[config.mk]
export PLATFORM = sky130hd
export DESIGN_NAME = iova_table_walker
export DESIGN_NICKNAME = d
export VERILOG_FILES = /design/src/rtl/iowalk_pkg.sv /design/src/rtl/iowalk_index.sv /design/src/rtl/iowalk_entry_decode.sv /design/src/rtl/iowalk_seq.sv /design/src/rtl/iova_table_walker.sv
export SDC_FILE = /design/constraint.sdc
export NUM_CORES = 1
export LEC_CHECK = 0
export ABC_AREA = 1
export CAP_MARGIN = 10
export CORE_MARGIN = 1
export CORE_UTILIZATION = 52
export CTS_CLUSTER_DIAMETER = 50
export DETAILED_ROUTE_END_ITERATION = 7
export PLACE_DENSITY = 0.86
export SLEW_MARGIN = 20
export SYNTH_ARGS = -nofsm -noshare
export SYNTH_HDL_FRONTEND = slang
export SYNTH_SLANG_ARGS = --single-unit
[constraint.sdc]
create_clock -name clk -period 5.3 [get_ports clk]
set_input_delay 0.795 -clock clk [delete_from_list [all_inputs] [get_ports clk]]
set_output_delay 0.795 -clock clk [all_outputs]
set_load 0.01 [all_outputs]
[src/rtl/iowalk_pkg.sv]
`timescale 1ns/1ps
// Shared types for the IO translation table walker.
// Assumes: permission codes are fixed by the consumers of the response.
package iowalk_pkg;

    typedef enum logic [1:0] {
        PERM_NONE = 2'b00,
        PERM_RO   = 2'b01,
        PERM_RW   = 2'b11
    } perm_e;

    typedef enum logic [1:0] {
        ST_IDLE   = 2'd0,
        ST_DECIDE = 2'd1,
        ST_FETCH  = 2'd2,
        ST_RESP   = 2'd3
    } walk_st_e;

    typedef struct packed {
        logic  fault;
        perm_e perm;
        logic  page_64k;
    } rsp_attr_t;

endpackage

[src/rtl/iowalk_index.sv]
`timescale 1ns/1ps
// Computes the byte offset of a table entry from the virtual address.
// The offset is the index window (MIN_IDX_W + size code bits above the
// table page boundary) scaled by the entry size. Also flags size codes
// that are illegal in the large-page table mode.
// Assumes: MIN_IDX_W + 2**CODE_W - 1 < ADDR_W.
module iowalk_index #(
    parameter int ADDR_W        = 64,
    parameter int CODE_W        = 3,
    parameter int MIN_IDX_W     = 10,
    parameter int SMALL_PG_LOG2 = 13,
    parameter int BIG_PG_LOG2   = 16,
    parameter int BIG_CODES     = 6,
    parameter int ENTRY_LOG2    = 3
) (
    input  logic [ADDR_W-1:0] va,
    input  logic              big_mode,
    input  logic [CODE_W-1:0] size_code,
    output logic [ADDR_W-1:0] byte_off,
    output logic              code_ok
);
    localparam int NCODES = 1 << CODE_W;
    localparam logic [CODE_W:0] BIG_LIMIT = (CODE_W+1)'(BIG_CODES);

    logic [ADDR_W-1:0] win_mask [NCODES];
    logic [ADDR_W-1:0] vpn;

    genvar g;
    generate
        for (g = 0; g < NCODES; g++) begin : g_win
            // One index mask per size code, each one bit wider than the last.
            assign win_mask[g] = {ADDR_W{1'b1}} >> (ADDR_W - MIN_IDX_W - g);
        end
    endgenerate

    // Select page number, apply the window and scale to entry bytes.
    always_comb begin
        vpn      = big_mode ? (va >> BIG_PG_LOG2) : (va >> SMALL_PG_LOG2);
        byte_off = (vpn & win_mask[size_code]) << ENTRY_LOG2;
        code_ok  = !big_mode || ({1'b0, size_code} < BIG_LIMIT);
    end

endmodule

[src/rtl/iowalk_entry_decode.sv]
`timescale 1ns/1ps
// Decodes a fetched 64-bit table entry into a physical address and
// response attributes: valid bit, write permission, per-entry page size.
// A write against a read-only entry is a fault. Faults zero the address.
// Assumes: ENTRY_W equals ADDR_W.
module iowalk_entry_decode
    import iowalk_pkg::*;
#(
    parameter int ADDR_W        = 64,
    parameter int ENTRY_W       = 64,
    parameter int PA_HI         = 40,
    parameter int SMALL_PG_LOG2 = 13,
    parameter int BIG_PG_LOG2   = 16,
    parameter int BIG_BASE_LSB  = 15,
    parameter int VALID_BIT     = 63,
    parameter int BIG_BIT       = 61,
    parameter int RW_BIT        = 1
) (
    input  logic [ENTRY_W-1:0] entry,
    input  logic [ADDR_W-1:0]  va,
    input  logic               is_write,
    output rsp_attr_t          attr,
    output logic [ADDR_W-1:0]  paddr
);
    localparam logic [ADDR_W-1:0] ONES       = {ADDR_W{1'b1}};
    localparam logic [ADDR_W-1:0] PA_KEEP    = ONES >> (ADDR_W - 1 - PA_HI);
    localparam logic [ADDR_W-1:0] SMALL_OFF  = ONES >> (ADDR_W - SMALL_PG_LOG2);
    localparam logic [ADDR_W-1:0] BIG_OFF    = ONES >> (ADDR_W - BIG_PG_LOG2);
    localparam logic [ADDR_W-1:0] SMALL_BASE = PA_KEEP & ~SMALL_OFF;
    localparam logic [ADDR_W-1:0] BIG_BASE   = PA_KEEP & ~(ONES >> (ADDR_W - BIG_BASE_LSB));

    logic              ent_valid;
    logic              ent_rw;
    logic              ent_big;
    logic              flt;
    logic [ADDR_W-1:0] ent_a;

    // Field extraction, permission and fault decision.
    always_comb begin
        ent_a     = ADDR_W'(entry);
        ent_valid = entry[VALID_BIT];
        ent_rw    = entry[RW_BIT];
        ent_big   = entry[BIG_BIT];
        flt       = !ent_valid || (is_write && !ent_rw);
        attr.fault    = flt;
        attr.perm     = !ent_valid ? PERM_NONE : (ent_rw ? PERM_RW : PERM_RO);
        attr.page_64k = !flt && ent_big;
    end

    // Physical address: masked page base merged with the in-page offset.
    always_comb begin
        if (flt) begin
            paddr = '0;
        end else if (ent_big) begin
            paddr = (ent_a & BIG_BASE) | (va & BIG_OFF);
        end else begin
            paddr = (ent_a & SMALL_BASE) | (va & SMALL_OFF);
        end
    end

endmodule

[src/rtl/iowalk_seq.sv]
`timescale 1ns/1ps
// Walk sequencer: idle, decide, fetch, respond. Issues one strobe per
// result source (pass-through, reserved code, fetched entry) and holds
// the memory read request until acknowledged.
// Assumes: mem_rd_ack is only meaningful while mem_rd_req is high.
module iowalk_seq
    import iowalk_pkg::*;
(
    input  logic clk,
    input  logic rst_n,
    input  logic req_valid,
    input  logic xlate_en,
    input  logic code_ok,
    input  logic mem_rd_ack,
    output logic req_ready,
    output logic accept,
    output logic fetch_go,
    output logic mem_rd_req,
    output logic load_pass,
    output logic load_rsvd,
    output logic load_entry,
    output logic done
);
    walk_st_e state_q;
    walk_st_e state_d;

    // Next state and per-state strobes.
    always_comb begin
        state_d    = state_q;
        accept     = 1'b0;
        fetch_go   = 1'b0;
        load_pass  = 1'b0;
        load_rsvd  = 1'b0;
        load_entry = 1'b0;
        unique case (state_q)
            ST_IDLE: begin
                if (req_valid) begin
                    accept  = 1'b1;
                    state_d = ST_DECIDE;
                end
            end
            ST_DECIDE: begin
                if (!xlate_en) begin
                    load_pass = 1'b1;
                    state_d   = ST_RESP;
                end else if (!code_ok) begin
                    load_rsvd = 1'b1;
                    state_d   = ST_RESP;
                end else begin
                    fetch_go = 1'b1;
                    state_d  = ST_FETCH;
                end
            end
            ST_FETCH: begin
                if (mem_rd_ack) begin
                    load_entry = 1'b1;
                    state_d    = ST_RESP;
                end
            end
            ST_RESP: state_d = ST_IDLE;
            default: state_d = ST_IDLE;
        endcase
    end

    // State register with synchronous reset.
    always_ff @(posedge clk) begin
        if (!rst_n) state_q <= ST_IDLE;
        else        state_q <= state_d;
    end

    assign req_ready  = (state_q == ST_IDLE);
    assign mem_rd_req = (state_q == ST_FETCH);
    assign done       = (state_q == ST_RESP);

endmodule

[src/rtl/iova_table_walker.sv]
`timescale 1ns/1ps
// IO virtual to physical address translation through a single-level table.
// Captures the request and configuration on acceptance, computes the entry
// address, fetches one entry and registers the decoded response, which is
// marked by a single-cycle done pulse.
// Assumes: one translation at a time; memory returns the entry as a 64-bit
// value with bit 63 most significant.
module iova_table_walker
    import iowalk_pkg::*;
#(
    parameter int ADDR_W   = 64,
    parameter int CTRL_W   = 32,
    parameter int CODE_W   = 3,
    parameter int EN_BIT   = 0,
    parameter int MODE_BIT = 2,
    parameter int CODE_LSB = 16
) (
    input  logic              clk,
    input  logic              rst_n,
    input  logic [CTRL_W-1:0] ctrl_word,
    input  logic [ADDR_W-1:0] tbl_base,
    input  logic              req_valid,
    output logic              req_ready,
    input  logic [ADDR_W-1:0] req_addr,
    input  logic              req_write,
    output logic              mem_rd_req,
    output logic [ADDR_W-1:0] mem_rd_addr,
    input  logic              mem_rd_ack,
    input  logic [ADDR_W-1:0] mem_rd_data,
    output logic              done,
    output logic              rsp_fault,
    output logic [1:0]        rsp_perm,
    output logic              rsp_page_64k,
    output logic [ADDR_W-1:0] rsp_paddr
);
    logic [ADDR_W-1:0] cap_va;
    logic              cap_wr;
    logic              cap_en;
    logic              cap_big;
    logic [CODE_W-1:0] cap_code;
    logic [ADDR_W-1:0] cap_base;
    logic [ADDR_W-1:0] mem_addr_q;

    logic              accept;
    logic              fetch_go;
    logic              load_pass;
    logic              load_rsvd;
    logic              load_entry;
    logic              code_ok;
    logic [ADDR_W-1:0] byte_off;
    rsp_attr_t         ent_attr;
    logic [ADDR_W-1:0] ent_paddr;

    iowalk_seq u_seq (
        .clk        (clk),
        .rst_n      (rst_n),
        .req_valid  (req_valid),
        .xlate_en   (cap_en),
        .code_ok    (code_ok),
        .mem_rd_ack (mem_rd_ack),
        .req_ready  (req_ready),
        .accept     (accept),
        .fetch_go   (fetch_go),
        .mem_rd_req (mem_rd_req),
        .load_pass  (load_pass),
        .load_rsvd  (load_rsvd),
        .load_entry (load_entry),
        .done       (done)
    );

    iowalk_index #(
        .ADDR_W (ADDR_W),
        .CODE_W (CODE_W)
    ) u_index (
        .va        (cap_va),
        .big_mode  (cap_big),
        .size_code (cap_code),
        .byte_off  (byte_off),
        .code_ok   (code_ok)
    );

    iowalk_entry_decode #(
        .ADDR_W  (ADDR_W),
        .ENTRY_W (ADDR_W)
    ) u_decode (
        .entry    (mem_rd_data),
        .va       (cap_va),
        .is_write (cap_wr),
        .attr     (ent_attr),
        .paddr    (ent_paddr)
    );

    // Snapshot of request and configuration at acceptance.
    always_ff @(posedge clk) begin
        if (!rst_n) begin
            cap_va   <= '0;
            cap_wr   <= 1'b0;
            cap_en   <= 1'b0;
            cap_big  <= 1'b0;
            cap_code <= '0;
            cap_base <= '0;
        end else if (accept) begin
            cap_va   <= req_addr;
            cap_wr   <= req_write;
            cap_en   <= ctrl_word[EN_BIT];
            cap_big  <= ctrl_word[MODE_BIT];
            cap_code <= ctrl_word[CODE_LSB +: CODE_W];
            cap_base <= tbl_base;
        end
    end

    // Entry address register, loaded when the fetch starts.
    always_ff @(posedge clk) begin
        if (!rst_n)        mem_addr_q <= '0;
        else if (fetch_go) mem_addr_q <= cap_base + byte_off;
    end

    assign mem_rd_addr = mem_addr_q;

    // Response registers, loaded from the selected result source.
    always_ff @(posedge clk) begin
        if (!rst_n) begin
            rsp_fault    <= 1'b0;
            rsp_perm     <= PERM_NONE;
            rsp_page_64k <= 1'b0;
            rsp_paddr    <= '0;
        end else if (load_pass) begin
            rsp_fault    <= 1'b0;
            rsp_perm     <= PERM_RW;
            rsp_page_64k <= 1'b0;
            rsp_paddr    <= cap_va;
        end else if (load_rsvd) begin
            rsp_fault    <= 1'b1;
            rsp_perm     <= PERM_NONE;
            rsp_page_64k <= 1'b0;
            rsp_paddr    <= '0;
        end else if (load_entry) begin
            rsp_fault    <= ent_attr.fault;
            rsp_perm     <= ent_attr.perm;
            rsp_page_64k <= ent_attr.page_64k;
            rsp_paddr    <= ent_paddr;
        end
    end

endmodule

---- Yosys cells after proc, flatten, opt, wreduce, memory -nomap -nowiden ----
Memory sizes are Yosys's and may differ from the RTL's.
Index checks and enable logic that the tools add are counted.
storage, ports and cells
  output and inout port bits .............. 135
  register bits after elaboration ......... 268
  memories kept ........................... 1
  bits in read-only memories .............. 512
cells by class
  reductions and logical operators ........ 14
  equal/unequal tests ..................... 5
  add/subtract/negate cells ............... 1
  bitwise gates (word level) .............. 5
  mux-type cells .......................... 32
  $lt $le $gt $ge ......................... 2
memories
  name              words  bits a word  rd ports  clocked after Yosys merged registers in  wr ports  line                text
  (name not given)  8      64           1         0                                        0         iowalk_index.sv:39  byte_off = (vpn & win_mask[size_code]) << ENTRY_LOG2;
operators by type and width
  cell                                                                     number
  64-bit 2-to-1 mux                                                        4
  61-bit 2-to-1 mux                                                        2
  64-bit adder                                                             1
  61-bit bitwise AND                                                       1
  51-bit 2-to-1 mux                                                        1
  41-bit 2-to-1 mux                                                        1
  41-bit by 13-bit OR with 41-bit output                                   1
  41-bit by 16-bit OR with 41-bit output                                   1
  2-bit 2-to-1 mux                                                         8
  1-bit 2-to-1 mux                                                         15
  2-bit case mux with 4 select lines                                       1
  2-bit equality test, second input constant                               2
  4-bit greater-or-equal comparator, second input constant                 1
  1-bit logical NOT                                                        4
  3-bit inverter with 4-bit output                                         1
  3-bit less-than comparator, second input constant                        1
  3-bit nonzero test                                                       1
  3-bit OR reduction                                                       1
  2-bit by 1-bit equality test with 1-bit output, second input constant    1
  1-bit logical AND                                                        2
  2-bit logical NOT                                                        1
  1-bit logical OR                                                         2
  2-bit by 1-bit inequality test with 1-bit output, second input constant  1
  2-bit inequality test, second input constant                             1
  other kinds (4)                                                          4

---- Longest topological paths before layout ----
  word-level depth ........................ 7
  mapped depth ............................ 19
  depth with buffers taken out ............ 19

---- Cells and area by module ----
Synthesis repeated with hierarchy kept, for this count alone.
unflattened totals
  cells, all modules ...................... 2799
  area total of the unflattened synthesis .. 17414.2 sq um
modules (own cells, without submodules)
  module               area each (sq um)  cells each  instances
  iova_table_walker    15705.1            2519        1
  iowalk_entry_decode  793.3              128         1
  iowalk_index         695.7              118         1
  iowalk_seq           220.2              34          1

---- Worst setup path before layout ----
No wires, ideal clock.
  path type ............................... register -> register
  start ................................... register cap_big
  end ..................................... register mem_addr_q[39] (netlist: mem_rd_addr[39])
  period minus slack after synthesis ...... 2300 ps
  required time ........................... 5183 ps
  library setup time ...................... 117 ps
  slack ................................... 3000 ps
  arrival time ............................ 2183 ps
  buffers on the path ..................... 2
  stages on the path, launching flop included .. 16
  cell sequence ........................... dfxtp_1 > clkbuf_1 > clkbuf_1 > nand2_1 > o21ai_0 > fa_1 > nand3_1 > nand3_1 > nand3_1 > nand3_1 > nand2_1 > nand2_2 > nand3_1 > nand2_1 > nor2_1 > nor2_1
between the ends
  word-level cells in the longest chain between the ends .. 5
  elaborated cells between the ends (all ways) .. 8
  those cells by class .................... add/sub (1); mux (4); bitwise (1); reduce/logical (2)
ends and longest elaborated chain
  element                                               line                      text
  start, declared                                       iova_table_walker.sv:39   logic cap_big;
  start signal, assigned                                iova_table_walker.sv:106  cap_big <= ctrl_word[MODE_BIT];
  branches (longest 5 deep; another with 64-bit adder)  n/a
  end signal, assigned                                  iova_table_walker.sv:115  else if (fetch_go) mem_addr_q <= cap_base + byte_off;
  end, declared                                         iova_table_walker.sv:42   logic [ADDR_W-1:0] mem_addr_q;
Parallel ways; which one is timed is not known.
A chain may end at the register's enable or synchronous reset.

---- Worst setup path in the final report ----
  start ................................... register u_seq.state_q[1]
  end ..................................... register rsp_paddr[26]
between the ends
  word-level cells in the longest chain between the ends .. 4
  elaborated cells between the ends (all ways) .. 8
  those cells by class .................... eq/ne (2); mux (5); reduce/logical (1)
ends and longest elaborated chain
  element                                         line                      text
  start, declared                                 iowalk_seq.sv:24          walk_st_e state_q;
  start signal, assigned                          iowalk_seq.sv:68          else state_q <= state_d;
  2-bit by 1-bit equality test with 1-bit output  iowalk_seq.sv:35          unique case (state_q)
  1-bit 2-to-1 mux                                iowalk_seq.sv:35
  64-bit 2-to-1 mux                               iova_table_walker.sv:132  end else if (load_rsvd) begin
  64-bit 2-to-1 mux                               iova_table_walker.sv:127  end else if (load_pass) begin
  end signal, assigned                            iova_table_walker.sv:131  rsp_paddr <= cap_va;
  end signal, assigned                            iova_table_walker.sv:141  rsp_paddr <= ent_paddr;
  end, declared                                   iova_table_walker.sv:34   output logic [ADDR_W-1:0] rsp_paddr
Several ways; a longest one is shown, not always the timed one.

==> flow_metrics.env <==
export IMPL_outcome="finished clean"
export IMPL_nets=2466
export IMPL_ant_nets=0
export IMPL_hold_violations=0
export IMPL_synth_main_ff_cell="dfxtp_1"
export IMPL_setup_ws_ns=1.48
export IMPL_hold_class="reg -> reg"
export IMPL_fin_area_um2=17200
export IMPL_vias_per_cell=5.36
export IMPL_cts_tree="done"
export IMPL_dieArea_um2=25800
export IMPL_row_count=57
export IMPL_finalSetupViolations=0
export IMPL_cp_common_cell="inv_1"
export IMPL_fin_skew_ns=0.0135
export IMPL_finalCritPeriodShare_pct=72.1
export IMPL_syn_num_nets=2222
export IMPL_final_cell_mix="nand2_1 (398), nor2_1 (380), clkdlybuf4s50_1 (302), dfxtp_1 (268), o21ai_0 (213)"
export IMPL_yosysWarningCount=0
export IMPL_crit_start="u_seq.state_q[1]"
export IMPL_cp_num_cells=11
export IMPL_slew_headroom_pct=32.8
export IMPL_slew_viol_final=0
export IMPL_end_kind="register"
export IMPL_layout_commonest_cell="nand2_1"
export IMPL_fin_hold_ws_ns=0.461
export IMPL_num_io_pins=364
export IMPL_power_mw=7.85
export IMPL_r2r_worst_path_cells=11
export IMPL_yosysSeqAreaShare_pct=41.0
export IMPL_synth_cell_types=44
export IMPL_period_minus_slack_ns=3.82
export IMPL_synth_edff_count=0
export IMPL_postPlaceCellArea_um2=16100
export IMPL_clk_pin_slew_ns=0.06
export IMPL_critPathRequiredTime_ns=5.72
export IMPL_p_leak_nw=7.33
export IMPL_antenna_found_initial=1
export IMPL_crit_family="buffers and inverters"
export IMPL_cts_resized=0
export IMPL_rsz0062_at_grt="no"
export IMPL_path_buf_inv=5
export IMPL_initial_utilization_pct=53.5
export IMPL_dp_hpwl_um=30900
export IMPL_vdd_ir_drop_max_mv=0.371
export IMPL_wl_um=43200
export IMPL_path_cells="inv_1 > ha_1 > inv_1 > nor2_4 > buf_4 > inv_1 > nand2_2 > nor2_4 > clkinv_2 > o21ai_0 > a31oi_1"
export IMPL_grt_pass1_wl_um=67000
export IMPL_synthToLayoutAreaGrowth_pct=31.8
export IMPL_worstHoldStart="cap_va[55]"
export IMPL_clock_sinks=268
export IMPL_dr_pass1_iters=5
export IMPL_fin_util_pct=70.5
export IMPL_r2r_setup_slack_ns=1.48
export IMPL_place_inst=2508
export IMPL_syn_area_um2=13100
export IMPL_ys_ff_latch=268
export IMPL_worst_pin_slew_ns=1.01
export IMPL_worstPathMaxFanout=71
export IMPL_maxCapViolations=0
export IMPL_htreeDepth=1
export IMPL_grt_use_total_pct=32.6
export IMPL_cts_setup_buffers=0
export IMPL_slowest_delay_ns=0.95
export IMPL_cp_endpoint="rsp_paddr[26]"
export IMPL_drt_iter0_markers=1081
export IMPL_gp_congestion=0.971
export IMPL_cts_made_buffers=29
export IMPL_route_detailed_drc=0
export IMPL_clockBufferDepth=3
export IMPL_cts_hold_buf=0
export IMPL_clock_fmax_mhz=262
export IMPL_grt_max_degree=184
export IMPL_cts_root_buf="clkbuf_16"
export IMPL_grt_pass1_vias=12900
export IMPL_pre_cts_slack_ns=1.46
export IMPL_fillers=2010
export IMPL_fin_tns_setup_ns=0
export IMPL_synth_cells=1971
export IMPL_worstPathArrival_ns=4.24
export IMPL_design_core_area_um2=24500
export IMPL_r2r_start="u_seq.state_q[1]"
export IMPL_startpoint_type="register"
export IMPL_seqCellArea_um2=5370
export IMPL_numPortBuffers=303
export IMPL_crit_slowest_cell="clkinv_2"
export IMPL_path_class="reg -> reg"
export IMPL_avgSynthCellArea_um2=6.63
export IMPL_fp_dieW_um=161
export IMPL_die_height_um=161
export IMPL_layout_drive_gt1_share_pct=4.96
export IMPL_multi_input_area_um2=6470
export IMPL_layoutNonFillerInstCount=2562
export IMPL_worstSkewPairLatency_ns=0.58
export IMPL_synth_async_reset_ratio_pct=0
export IMPL_grt_remaining_overflow=0
export IMPL_vias=13700
export IMPL_power_per_cell_area_nw_per_um2=455
export IMPL_worstReg2RegEnd="rsp_paddr[26]"
export IMPL_routedWlPerCell_um=16.8
## power breakdown
part / switching (mW) / internal, mW
clock network: 0.898 / 1.38
registers: 0.424 / 2.56
logic: 1.52 / 1.07
total: 2.84 / 5.00
## logic make-up after synthesis
group	share of synthesized area [%]
xor+xnor	1.00
buf+inv	9.60
flops	41.0
compound gates	14.6
simple gates	31.6
fa+ha+maj	2.16
## registers in the layout (all words and copies together), names as in the netlist
register       flops
cap_wr             1
cap_va            64
cap_code           3
mem_rd_addr       64
u_seq.state_q      2
cap_base          64
rsp_paddr         64
cap_big            1
rsp_perm           2
rsp_page_64k       1
cap_en             1
rsp_fault          1
## how the worst min path moves through the flow
stage                     slack, ns  cells after the start             to
final                          0.46                      2  rsp_paddr[55]
after detailed placement       0.45                      2  rsp_paddr[55]
after CTS                      0.46                      2  rsp_paddr[58]
after global routing           0.48                      2  rsp_paddr[41]
after floorplan                0.44                      2     cap_va[13]
after global placement         0.45                      2  rsp_paddr[43]
## cells in the mapped netlist (2+ instances only)
master	count	area, um2
o21ai_0	213	1070
nor2_4	6	67.6
nor3b_2	3	37.5
nand2_2	6	37.5
inv_2	10	37.5
nor3_1	10	50.1
buf_1	4	15.0
nand3_2	4	40.0
nand4_2	2	25.0
a31oi_1	25	156
buf_4	3	22.5
o22ai_1	2	12.5
nand3_1	133	666
nor3_2	4	40.0
o21ai_1	6	30.0
nor2_1	380	1430
inv_1	205	769
xor2_1	14	123
nor2_2	11	68.8
clkbuf_1	67	251
buf_6	6	67.6
dfxtp_1	268	5370
buf_2	16	80.1
nand4_1	17	106
nand2_1	399	1500
nor4_1	2	12.5
a22o_1	3	26.3
a21oi_1	115	576
o211ai_1	2	15.0
ha_1	21	263
## worst register-to-register path: cells and delay by family, from the launching register on
family | cells | cell delay [ns]
AND/OR/NAND/NOR | 3 | 0.85
buffers and inverters | 5 | 1.64
AO/OA/AOI/OAI | 2 | 0.58
adder cells (fa/ha/maj) | 1 | 0.20
flip-flops | 1 | 0.38
## routing by layer
| metal | wire length (um) | global-route usage, % | share of wire (%) | vias up |
|---|---|---|---|---|
| li1 | - | - | - | 6787 |
| met1 | 17600 | 40.4 | 41 | 6300 |
| met2 | 20000 | 54.5 | 46 | 551 |
| met3 | 3550 | 6.66 | 8.2 | 107 |
| met4 | 2030 | 14.5 | 4.7 | 0 |
| met5 | 0 | 0 | 0 | - |
## cell type report
cell class	instances	area share, %
Clock buffer	35	4.63
Antenna cell	1	0.0145
Inverter	217	4.76
Multi-Input combinational cell	1390	37.5
Clock inverter	18	1.66
Timing Repair Buffer	309	17.9
Tap cell	324	2.35
Sequential cell	268	31.1
Note: power is estimated with default switching activity, not from simulation.
